`src/rtl/wdog_pkg.sv`:
```
package wdog_pkg;
  localparam int CRV_W = 12;

  localparam logic [3:0] OFF_MODE    = 4'h0;
  localparam logic [3:0] OFF_CTRL    = 4'h4;
  localparam logic [3:0] OFF_RESTART = 4'h8;
  localparam logic [3:0] OFF_STATUS  = 4'hC;

  localparam logic [11:0] MODE_KEY    = 12'hABC;
  localparam logic [11:0] CTRL_KEY    = 12'h248;
  localparam logic [31:0] RESTART_VAL = 32'h0000_1999;

  typedef struct packed {
    logic [1:0] plen;
    logic       irq_en;
    logic       rst_en;
    logic       run;
  } mode_t;
endpackage

```
`src/rtl/wdog_regs.sv`:
```
module wdog_regs
  import wdog_pkg::*;
(
  input  logic             clk,
  input  logic             rst_n,
  input  logic             wr_en,
  input  logic [3:0]       addr,
  input  logic [31:0]      wdata,
  input  logic             status_i,
  output mode_t            mode_o,
  output logic [CRV_W-1:0] crv_o,
  output logic [1:0]       psel_o,
  output logic             restart_o,
  output logic [31:0]      rdata
);
  mode_t            mode_q, mode_d;
  logic [CRV_W-1:0] crv_q, crv_d;
  logic [1:0]       psel_q, psel_d;
  logic             mode_wr, ctrl_wr;

  assign mode_wr   = wr_en && (addr == OFF_MODE) && (wdata[23:12] == MODE_KEY);
  assign ctrl_wr   = wr_en && (addr == OFF_CTRL) && (wdata[25:14] == CTRL_KEY);
  assign restart_o = wr_en && (addr == OFF_RESTART) && (wdata == RESTART_VAL);

  always_comb begin
    mode_d = mode_q;
    crv_d  = crv_q;
    psel_d = psel_q;
    if (mode_wr) begin
      mode_d.run    = wdata[0];
      mode_d.rst_en = wdata[1];
      mode_d.irq_en = wdata[2];
      mode_d.plen   = wdata[5:4];
    end
    if (ctrl_wr) begin
      psel_d = wdata[1:0];
      crv_d  = wdata[2 +: CRV_W];
    end
  end

  always_ff @(posedge clk or negedge rst_n) begin
    if (!rst_n) begin
      mode_q <= '0;
      crv_q  <= '1;
      psel_q <= 2'd0;
    end else begin
      mode_q <= mode_d;
      crv_q  <= crv_d;
      psel_q <= psel_d;
    end
  end

  always_comb begin
    rdata = '0;
    case (addr)
      OFF_MODE:   rdata = {26'd0, mode_q.plen, 1'b0, mode_q.irq_en, mode_q.rst_en, mode_q.run};
      OFF_CTRL:   rdata = {{(30-CRV_W){1'b0}}, crv_q, psel_q};
      OFF_STATUS: rdata = {31'd0, status_i};
      default:    rdata = '0;
    endcase
  end

  assign mode_o = mode_q;
  assign crv_o  = crv_q;
  assign psel_o = psel_q;

  p_mode_key_r2: assert property (@(posedge clk) disable iff (!rst_n)
    (wr_en && addr == OFF_MODE && wdata[23:12] != MODE_KEY) |=> $stable(mode_o));
  p_ctrl_key_r3: assert property (@(posedge clk) disable iff (!rst_n)
    (wr_en && addr == OFF_CTRL && wdata[25:14] != CTRL_KEY) |=> ($stable(crv_o) && $stable(psel_o)));
endmodule

```
`src/rtl/wdog_prescale.sv`:
```
module wdog_prescale (
  input  logic       clk,
  input  logic       rst_n,
  input  logic       run_i,
  input  logic       clr_i,
  input  logic [1:0] psel_i,
  output logic       tick_o
);
  logic [11:0] pcnt_q, pcnt_d, last;

  always_comb begin
    case (psel_i)
      2'd0:    last = 12'd7;
      2'd1:    last = 12'd63;
      2'd2:    last = 12'd511;
      default: last = 12'd4095;
    endcase
  end

  assign tick_o = run_i && !clr_i && (pcnt_q == last);

  always_comb begin
    if (!run_i || clr_i || tick_o) pcnt_d = '0;
    else                           pcnt_d = pcnt_q + 12'd1;
  end

  always_ff @(posedge clk or negedge rst_n) begin
    if (!rst_n) pcnt_q <= '0;
    else        pcnt_q <= pcnt_d;
  end

  p_tick_gap_r5: assert property (@(posedge clk) disable iff (!rst_n)
    tick_o |=> !tick_o);
endmodule

```
`src/rtl/wdog_counter.sv`:
```
module wdog_counter
  import wdog_pkg::*;
#(
  parameter int LOW_BITS = 12
) (
  input  logic             clk,
  input  logic             rst_n,
  input  logic             run_i,
  input  logic             tick_i,
  input  logic             reload_i,
  input  logic [CRV_W-1:0] crv_i,
  output logic             fire_o,
  output logic             status_o
);
  localparam int CNT_W = CRV_W + LOW_BITS;

  logic [CNT_W-1:0] cnt_q, cnt_d;
  logic             stat_q, stat_d;

  assign fire_o = tick_i && !reload_i && (cnt_q == CNT_W'(1));

  always_comb begin
    cnt_d  = cnt_q;
    stat_d = stat_q;
    if (reload_i) begin
      cnt_d  = {crv_i, {LOW_BITS{1'b1}}};
      stat_d = 1'b0;
    end else if (tick_i && cnt_q != '0) begin
      cnt_d = cnt_q - CNT_W'(1);
      if (fire_o) stat_d = 1'b1;
    end
  end

  always_ff @(posedge clk or negedge rst_n) begin
    if (!rst_n) begin
      cnt_q  <= '1;
      stat_q <= 1'b0;
    end else begin
      cnt_q  <= cnt_d;
      stat_q <= stat_d;
    end
  end

  assign status_o = stat_q;

  p_restart_clears_r4: assert property (@(posedge clk) disable iff (!rst_n)
    reload_i |=> !status_o);
  p_status_sticky_r7: assert property (@(posedge clk) disable iff (!rst_n)
    (status_o && !reload_i) |=> status_o);
  p_no_wrap_r7: assert property (@(posedge clk) disable iff (!rst_n)
    (cnt_q == '0 && !reload_i) |=> cnt_q == '0);
  p_halt_r10: assert property (@(posedge clk) disable iff (!rst_n)
    (!run_i && !reload_i) |=> $stable(cnt_q));
endmodule

```
`src/rtl/wdog_pulse.sv`:
```
module wdog_pulse (
  input  logic       clk,
  input  logic       rst_n,
  input  logic       fire_i,
  input  logic       rst_en_i,
  input  logic [1:0] plen_i,
  output logic       pulse_o
);
  logic [4:0] left_q, left_d;

  always_comb begin
    if (fire_i && rst_en_i) left_d = 5'd2 << plen_i;
    else if (left_q != '0)  left_d = left_q - 5'd1;
    else                    left_d = left_q;
  end

  always_ff @(posedge clk or negedge rst_n) begin
    if (!rst_n) left_q <= '0;
    else        left_q <= left_d;
  end

  assign pulse_o = (left_q != '0);

  p_pulse_start_r8: assert property (@(posedge clk) disable iff (!rst_n)
    $rose(pulse_o) |-> $past(fire_i && rst_en_i));
endmodule

```
`src/rtl/keyed_watchdog.sv`:
```
module keyed_watchdog
  import wdog_pkg::*;
#(
  parameter int LOW_BITS = 12
) (
  input  logic        clk,
  input  logic        rst_n,
  input  logic        wr_en,
  input  logic [3:0]  addr,
  input  logic [31:0] wdata,
  output logic [31:0] rdata,
  output logic        wdog_rst,
  output logic        wdog_irq
);
  logic [1:0]       rsync_q;
  logic             rst_s;
  mode_t            mode;
  logic [CRV_W-1:0] crv;
  logic [1:0]       psel;
  logic             restart, tick, fire, status;

  always_ff @(posedge clk or negedge rst_n) begin
    if (!rst_n) rsync_q <= 2'b00;
    else        rsync_q <= {rsync_q[0], 1'b1};
  end
  assign rst_s = rsync_q[1];

  wdog_regs u_regs (
    .clk(clk), .rst_n(rst_s), .wr_en(wr_en), .addr(addr), .wdata(wdata),
    .status_i(status), .mode_o(mode), .crv_o(crv), .psel_o(psel),
    .restart_o(restart), .rdata(rdata)
  );

  wdog_prescale u_pre (
    .clk(clk), .rst_n(rst_s), .run_i(mode.run), .clr_i(restart),
    .psel_i(psel), .tick_o(tick)
  );

  wdog_counter #(.LOW_BITS(LOW_BITS)) u_cnt (
    .clk(clk), .rst_n(rst_s), .run_i(mode.run), .tick_i(tick),
    .reload_i(restart), .crv_i(crv), .fire_o(fire), .status_o(status)
  );

  wdog_pulse u_pulse (
    .clk(clk), .rst_n(rst_s), .fire_i(fire), .rst_en_i(mode.rst_en),
    .plen_i(mode.plen), .pulse_o(wdog_rst)
  );

  assign wdog_irq = status && mode.irq_en;

  p_irq_level_r9: assert property (@(posedge clk) disable iff (!rst_s)
    (wdog_irq && !restart) |=> wdog_irq || !mode.irq_en);
endmodule

```
`config.mk`:
```
export PLATFORM = sky130hd
export DESIGN_NAME = keyed_watchdog
export DESIGN_NICKNAME = d
export VERILOG_FILES = /design/src/rtl/wdog_pkg.sv /design/src/rtl/wdog_regs.sv /design/src/rtl/wdog_prescale.sv /design/src/rtl/wdog_counter.sv /design/src/rtl/wdog_pulse.sv /design/src/rtl/keyed_watchdog.sv
export SDC_FILE = /design/constraint.sdc
export NUM_CORES = 1
export LEC_CHECK = 0
export ABC_AREA = 1
export CORE_MARGIN = 2
export CORE_UTILIZATION = 59
export DETAILED_ROUTE_END_ITERATION = 10
export PLACE_DENSITY = 0.87
export SLEW_MARGIN = 20
export SYNTH_ARGS = -nofsm -noshare
export SYNTH_HDL_FRONTEND = slang
export SYNTH_SLANG_ARGS = --single-unit
```
`constraint.sdc`:
```
create_clock -name clk -period 5.1 [get_ports clk]
set_input_delay 0.51 -clock clk [delete_from_list [all_inputs] [get_ports clk]]
set_output_delay 0.51 -clock clk [all_outputs]
set_load 0.005 [all_outputs]
```
Yosys cells after proc, flatten, opt, wreduce, memory -nomap -nowiden --
Index checks and enable logic that the tools add are counted.
Operators by class: add/sub/neg operators 3, $mul 0, div/mod/pow operators 0, $lt $le $gt $ge 0, equal/unequal tests 10, shifts and indexed selects 1, muxes and demuxes 10, bitwise logic cells 0, reductions and logical operators 25
Operator list (count):
- 24-bit two-way mux | 2
- 14-bit case mux with 3 select lines | 1
- 12-bit case mux with 3 select lines | 1
- 32-bit by 13-bit == test with 1-bit output, second input constant | 1
- 24-bit by 1-bit == test with 1-bit output, second input constant | 1
- 24-bit nonzero test | 1
- 24-bit by 1-bit subtractor with 24-bit output, second input constant | 1
- 1-bit logical AND | 13
- 12-bit by 1-bit adder with 12-bit output, second input constant | 1
- 12-bit by 10-bit == test with 1-bit output, second input constant | 1
- 12-bit == test | 1
- 12-bit == test, second input constant | 1
- 12-bit two-way mux | 1
- 5-bit two-way mux | 2
- 4-bit == test, second input constant | 2
- 2-bit nonzero test | 3
- 5-bit nonzero test | 1
- 2-bit by 2-bit left shift with 5-bit output, first input constant | 1
- 5-bit by 1-bit subtractor with 5-bit output, second input constant | 1
- 4-bit by 3-bit == test with 1-bit output, second input constant | 1
- 4-bit logical NOT | 1
- 1-bit two-way mux | 3
- 2-bit by 1-bit == test with 1-bit output, second input constant | 1
- 2-bit == test, second input constant | 1
- 4 further kinds | 6
Word-level totals: register bits 63, bits in latches 0, bits in writable memories 0, bits in read-only memories 0, bits of input ports 39, output and inout port bits 34, logic and storage cells 60, memories kept 0

Longest topological paths before layout --
depth after elaboration 11, gate-level depth with buffers 13, mapped depth without buffers 12

Hierarchy --
A second synthesis with hierarchy kept.
Second synthesis, totals: cell total of the unflattened synthesis 638, area total of the unflattened synthesis 4521.8 um^2
By module, submodules not included:
- wdog_counter | times used 1, cells an instance 284, area an instance 1946.9 um^2
- wdog_regs | times used 1, cells an instance 201, area an instance 1413.9 um^2
- wdog_prescale | times used 1, cells an instance 107, area an instance 793.3 um^2
- wdog_pulse | times used 1, cells an instance 41, area an instance 306.5 um^2
- keyed_watchdog | times used 1, cells an instance 5, area an instance 61.3 um^2

Worst setup path before layout --
Ideal clock, no wire load.
path type input-to-output, from input port addr[0], to output port rdata[1], arrival time 1258 ps, data required time 4590 ps, slack 3332 ps, cell stages on the path 6, buffers on the path 1, path through inv_1 > nand2_1 > nor3_2 > inv_1 > clkbuf_1 > o22ai_1
On the way: longest elaborated chain between the ends 2, elaborated cells between the ends (all ways) 4, those cells by class 2 x eq/ne; 1 x mux; 1 x reduce/logical
Ends and longest elaborated chain:
- from (decl) | RTL line keyed_watchdog.sv:9 | input logic [3:0] addr,
- 4-bit == test, or another cell as far along | RTL line wdog_regs.sv:55 | case (addr)
- 14-bit case mux with 3 select lines * | RTL line wdog_regs.sv:55
- to (decl) | RTL line keyed_watchdog.sv:11 | output logic [31:0] rdata,
Mark *: on every way between the ends. The rest lies on a longest branch, timed or not.

Worst setup path in the final report --
from input port addr[2], to output port rdata[0]
The elaborated chain is that of the path after synthesis.

==> results.ini <==
[cts]
cts_resized = 0
clkLatencyLatePin_ps = 350
htreeDepth = 3
cts-buffers-inserted = 9
cts_root_buffer = clkbuf_8
clkTransAtPathRegs_ps = 70
cts_setup_buffers = 0
clk_path_buf_depth = 2
cts_hold_buf = 0
clkSinkCount = 63
tritoncts = done

[layout]
post_route_cells_drive_above_1_share = 0.113
final_cell_mix = nand2_1 (165), nor2_1 (99), inv_1 (93)
mostFrequentLayoutCell = nand2_1
layout.nets = 746
fin_util = 0.710
final_cells = 805
antenna_cells = 0
syn_to_final_growth_pct = 16.3

[grt]
antenna_found_initial = 0
top_usage_layer = met2
use_met2 = 0.453
use_met3 = 0.0735
grt_util_all_layers = 0.261
grt.met1_usage = 0.310
overflow = 0
grt_pass1_vias = 4091
grt_max_degree = 62
grt_first_pass_wirelength_mm = 17.6

[placement]
dp.final_hpwl_mm = 7.75
gp_congestion = 0.902
portBuffers = 54
dp.cells = 789

[sta]
setup_viol = 0
fmax_ghz = 0.328
layout_min_cycle_time_ps = 3050
worst_pin_slew_ps = 893
relSlewSlack = 0.403
drv_slew = 0
fin_setup_tns_ps = 0
fin_skew_ps = 13.6
rsz0062_at_grt = no
fin_hold_ws_ps = 318
finalCritPeriodShare = 0.598
hold_viol = 0

[drt]
wl_mm = 10.2
postRouteAntennaNets = 0
num_vias = 4183
routed_via_density = 5.20
drc = 0
drtIter0Drc = 267
drtPass1Iterations = 5
wl_per_cell_microns = 12.6

[power_and_ir_drop]
powerDensity_nw_per_um2 = 196
power_leakage_nw = 2.49
ir_drop_mv = 0.138

[worst_setup_path]
crit_required_ps = 4590
timing.rr.start = u_regs.psel_o[1]
rr_worst_depth = 10
worstSetupStartpointType = input pin
crit_slowest_cell = clkdlybuf4s50_1
worst-path-max-fanout = 11
r2r-end = u_cnt.cnt_q[20]
path_class = input pin to output port
arrival_ps = 2540
reg2reg_slack_ps = 3100
path_cells = clkdlybuf4s50_1 -> inv_1 -> nor3_2 -> inv_1 -> o221ai_1 -> clkdlybuf4s50_1
startpoint = addr[2]
critical_path.max_stage_delay_ps = 550
critical_path.endpoint_type = output port
crit_end = rdata[0]

[floorplanning]
start_util = 0.610
die_x_microns = 90.9
die-area_sq_um = 8250
ios = 73
die-height_microns = 90.9
fp-row-count = 31
design.core.area_sq_um = 7290

[synth]
netlist_area_sq_um = 4450
ys_seq_elements = 63
yosys_warnings = 0
avgSynthCellArea_sq_um = 6.87
synth_cells = 648
yosysUniqueCellTypes = 39
yosysSeqAreaShare = 0.364

[min_path]
hold_path_class = input pin to asynchronous set/reset pin

[job]
cap_violations = 0

[outcome]
status = finished clean

[Yosys cell counts]
| cell | number | area share |
|---|---|---|
| nor2_1 | 99 | 0.083 |
| dfstp_2 | 36 | 0.21 |
| nor3_2 | 1 | 0.0022 |
| o31ai_1 | 2 | 0.0034 |
| nor2_2 | 10 | 0.014 |
| nor3b_1 | 1 | 0.0017 |
| a21oi_1 | 4 | 0.0045 |
| nand3_2 | 6 | 0.013 |
| xor2_1 | 17 | 0.033 |
| or2_2 | 1 | 0.0014 |
| o21ai_0 | 22 | 0.025 |
| buf_6 | 3 | 0.0076 |
| mux2_2 | 1 | 0.0025 |
| nor4_1 | 7 | 0.0098 |
| o221ai_1 | 1 | 0.0020 |
| nand2_1 | 165 | 0.14 |
| nor4b_1 | 1 | 0.0020 |
| buf_1 | 1 | 0.00084 |
| inv_1 | 93 | 0.078 |
| clkbuf_1 | 5 | 0.0042 |
| inv_2 | 2 | 0.0017 |
| nand2_2 | 3 | 0.0042 |
| nor3_1 | 6 | 0.0067 |
| and2_1 | 1 | 0.0014 |
| xnor2_1 | 13 | 0.026 |
| nand3b_1 | 1 | 0.0017 |
| nand3_1 | 62 | 0.070 |
| o21ai_1 | 2 | 0.0022 |
| clkinv_1 | 1 | 0.00084 |
| buf_4 | 20 | 0.034 |
| a31oi_1 | 3 | 0.0042 |
| conb_1 | 2 | 0.0017 |
| o22ai_1 | 1 | 0.0014 |
| o21ai_2 | 1 | 0.0020 |
| nor2_4 | 3 | 0.0076 |
| dfrtp_1 | 27 | 0.15 |
| nand4_1 | 17 | 0.024 |
| buf_2 | 1 | 0.0011 |
| ha_1 | 6 | 0.017 |
[how the worst min path moves through the flow]
stage | start | to | depth (start not counted)
6_report | rst_n | rsync_q[0] | 1
5_1_grt | rst_n | rsync_q[1] | 1
4_1_cts | rst_n | rsync_q[0] | 1
3_5_place_dp | rsync_q[0] | rsync_q[1] | 0
3_3_place_gp | rsync_q[0] | rsync_q[1] | 0
2_1_floorplan | rst_n | rsync_q[0] | 0
[report_power, final]
group          internal [mW]  switching, mW  leakage, nW
Clock                  0.252          0.196       0.0996
Sequential             0.502       0.000250        0.738
Combinational         0.0321         0.0342         1.65
[cell families after synthesis]
group | synth area share
AO/OA/AOI/OAI | 0.0444
XOR/XNOR | 0.0590
adder cells (fa/ha/maj) | 0.0169
buffers and inverters | 0.128
flip-flops | 0.364
multiplexers | 0.00253
other | 0.00169
AND/OR/NAND/NOR | 0.383
[area by class of cell]
type / instances / area [sq um]
Fill cell: 599 / 2110
Tap cell: 99 / 124
Sequential cell: 63 / 1620
Clock buffer: 13 / 159
Timing Repair Buffer: 55 / 548
Inverter: 96 / 360
Clock inverter: 3 / 42.5
Multi-Input combinational cell: 476 / 2320
[worst max-delay path, delay by kind of cell]
kind                   cells  cell delay (ps)
buffers and inverters      4             1440
and+or+nand+nor            1              350
AOI/OAI and AO/OA          1              250
[routing by layer]
metal,part of all wire,wire (microns)
met3,0.061,618
met1,0.43,4380
met5,0,0
met2,0.49,4960
met4,0.020,202
[through the flow]
stage          power (mW)  instance area, sq um  setup WS (ps)
5_1_grt              1.05                  5180           1890
2_1_floorplan       0.545                  4510           3280
3_5_place_dp        0.577                  4980           2070
4_1_cts              1.02                  5180           2060
3_3_place_gp        0.576                  4980           2100
6_report             1.02                  5180           2050
[state kept, by name, indices dropped and copies added, names as in the netlist]
signal / flops
u_cnt.cnt_q: 24
u_cnt.status_o: 1
u_pulse.left_q: 5
u_pre.pcnt_q: 12
u_regs.psel_o: 2
u_regs.crv_o: 12
rsync_q: 2
u_regs.mode_o: 5
(Power assumes the default switching activity.)
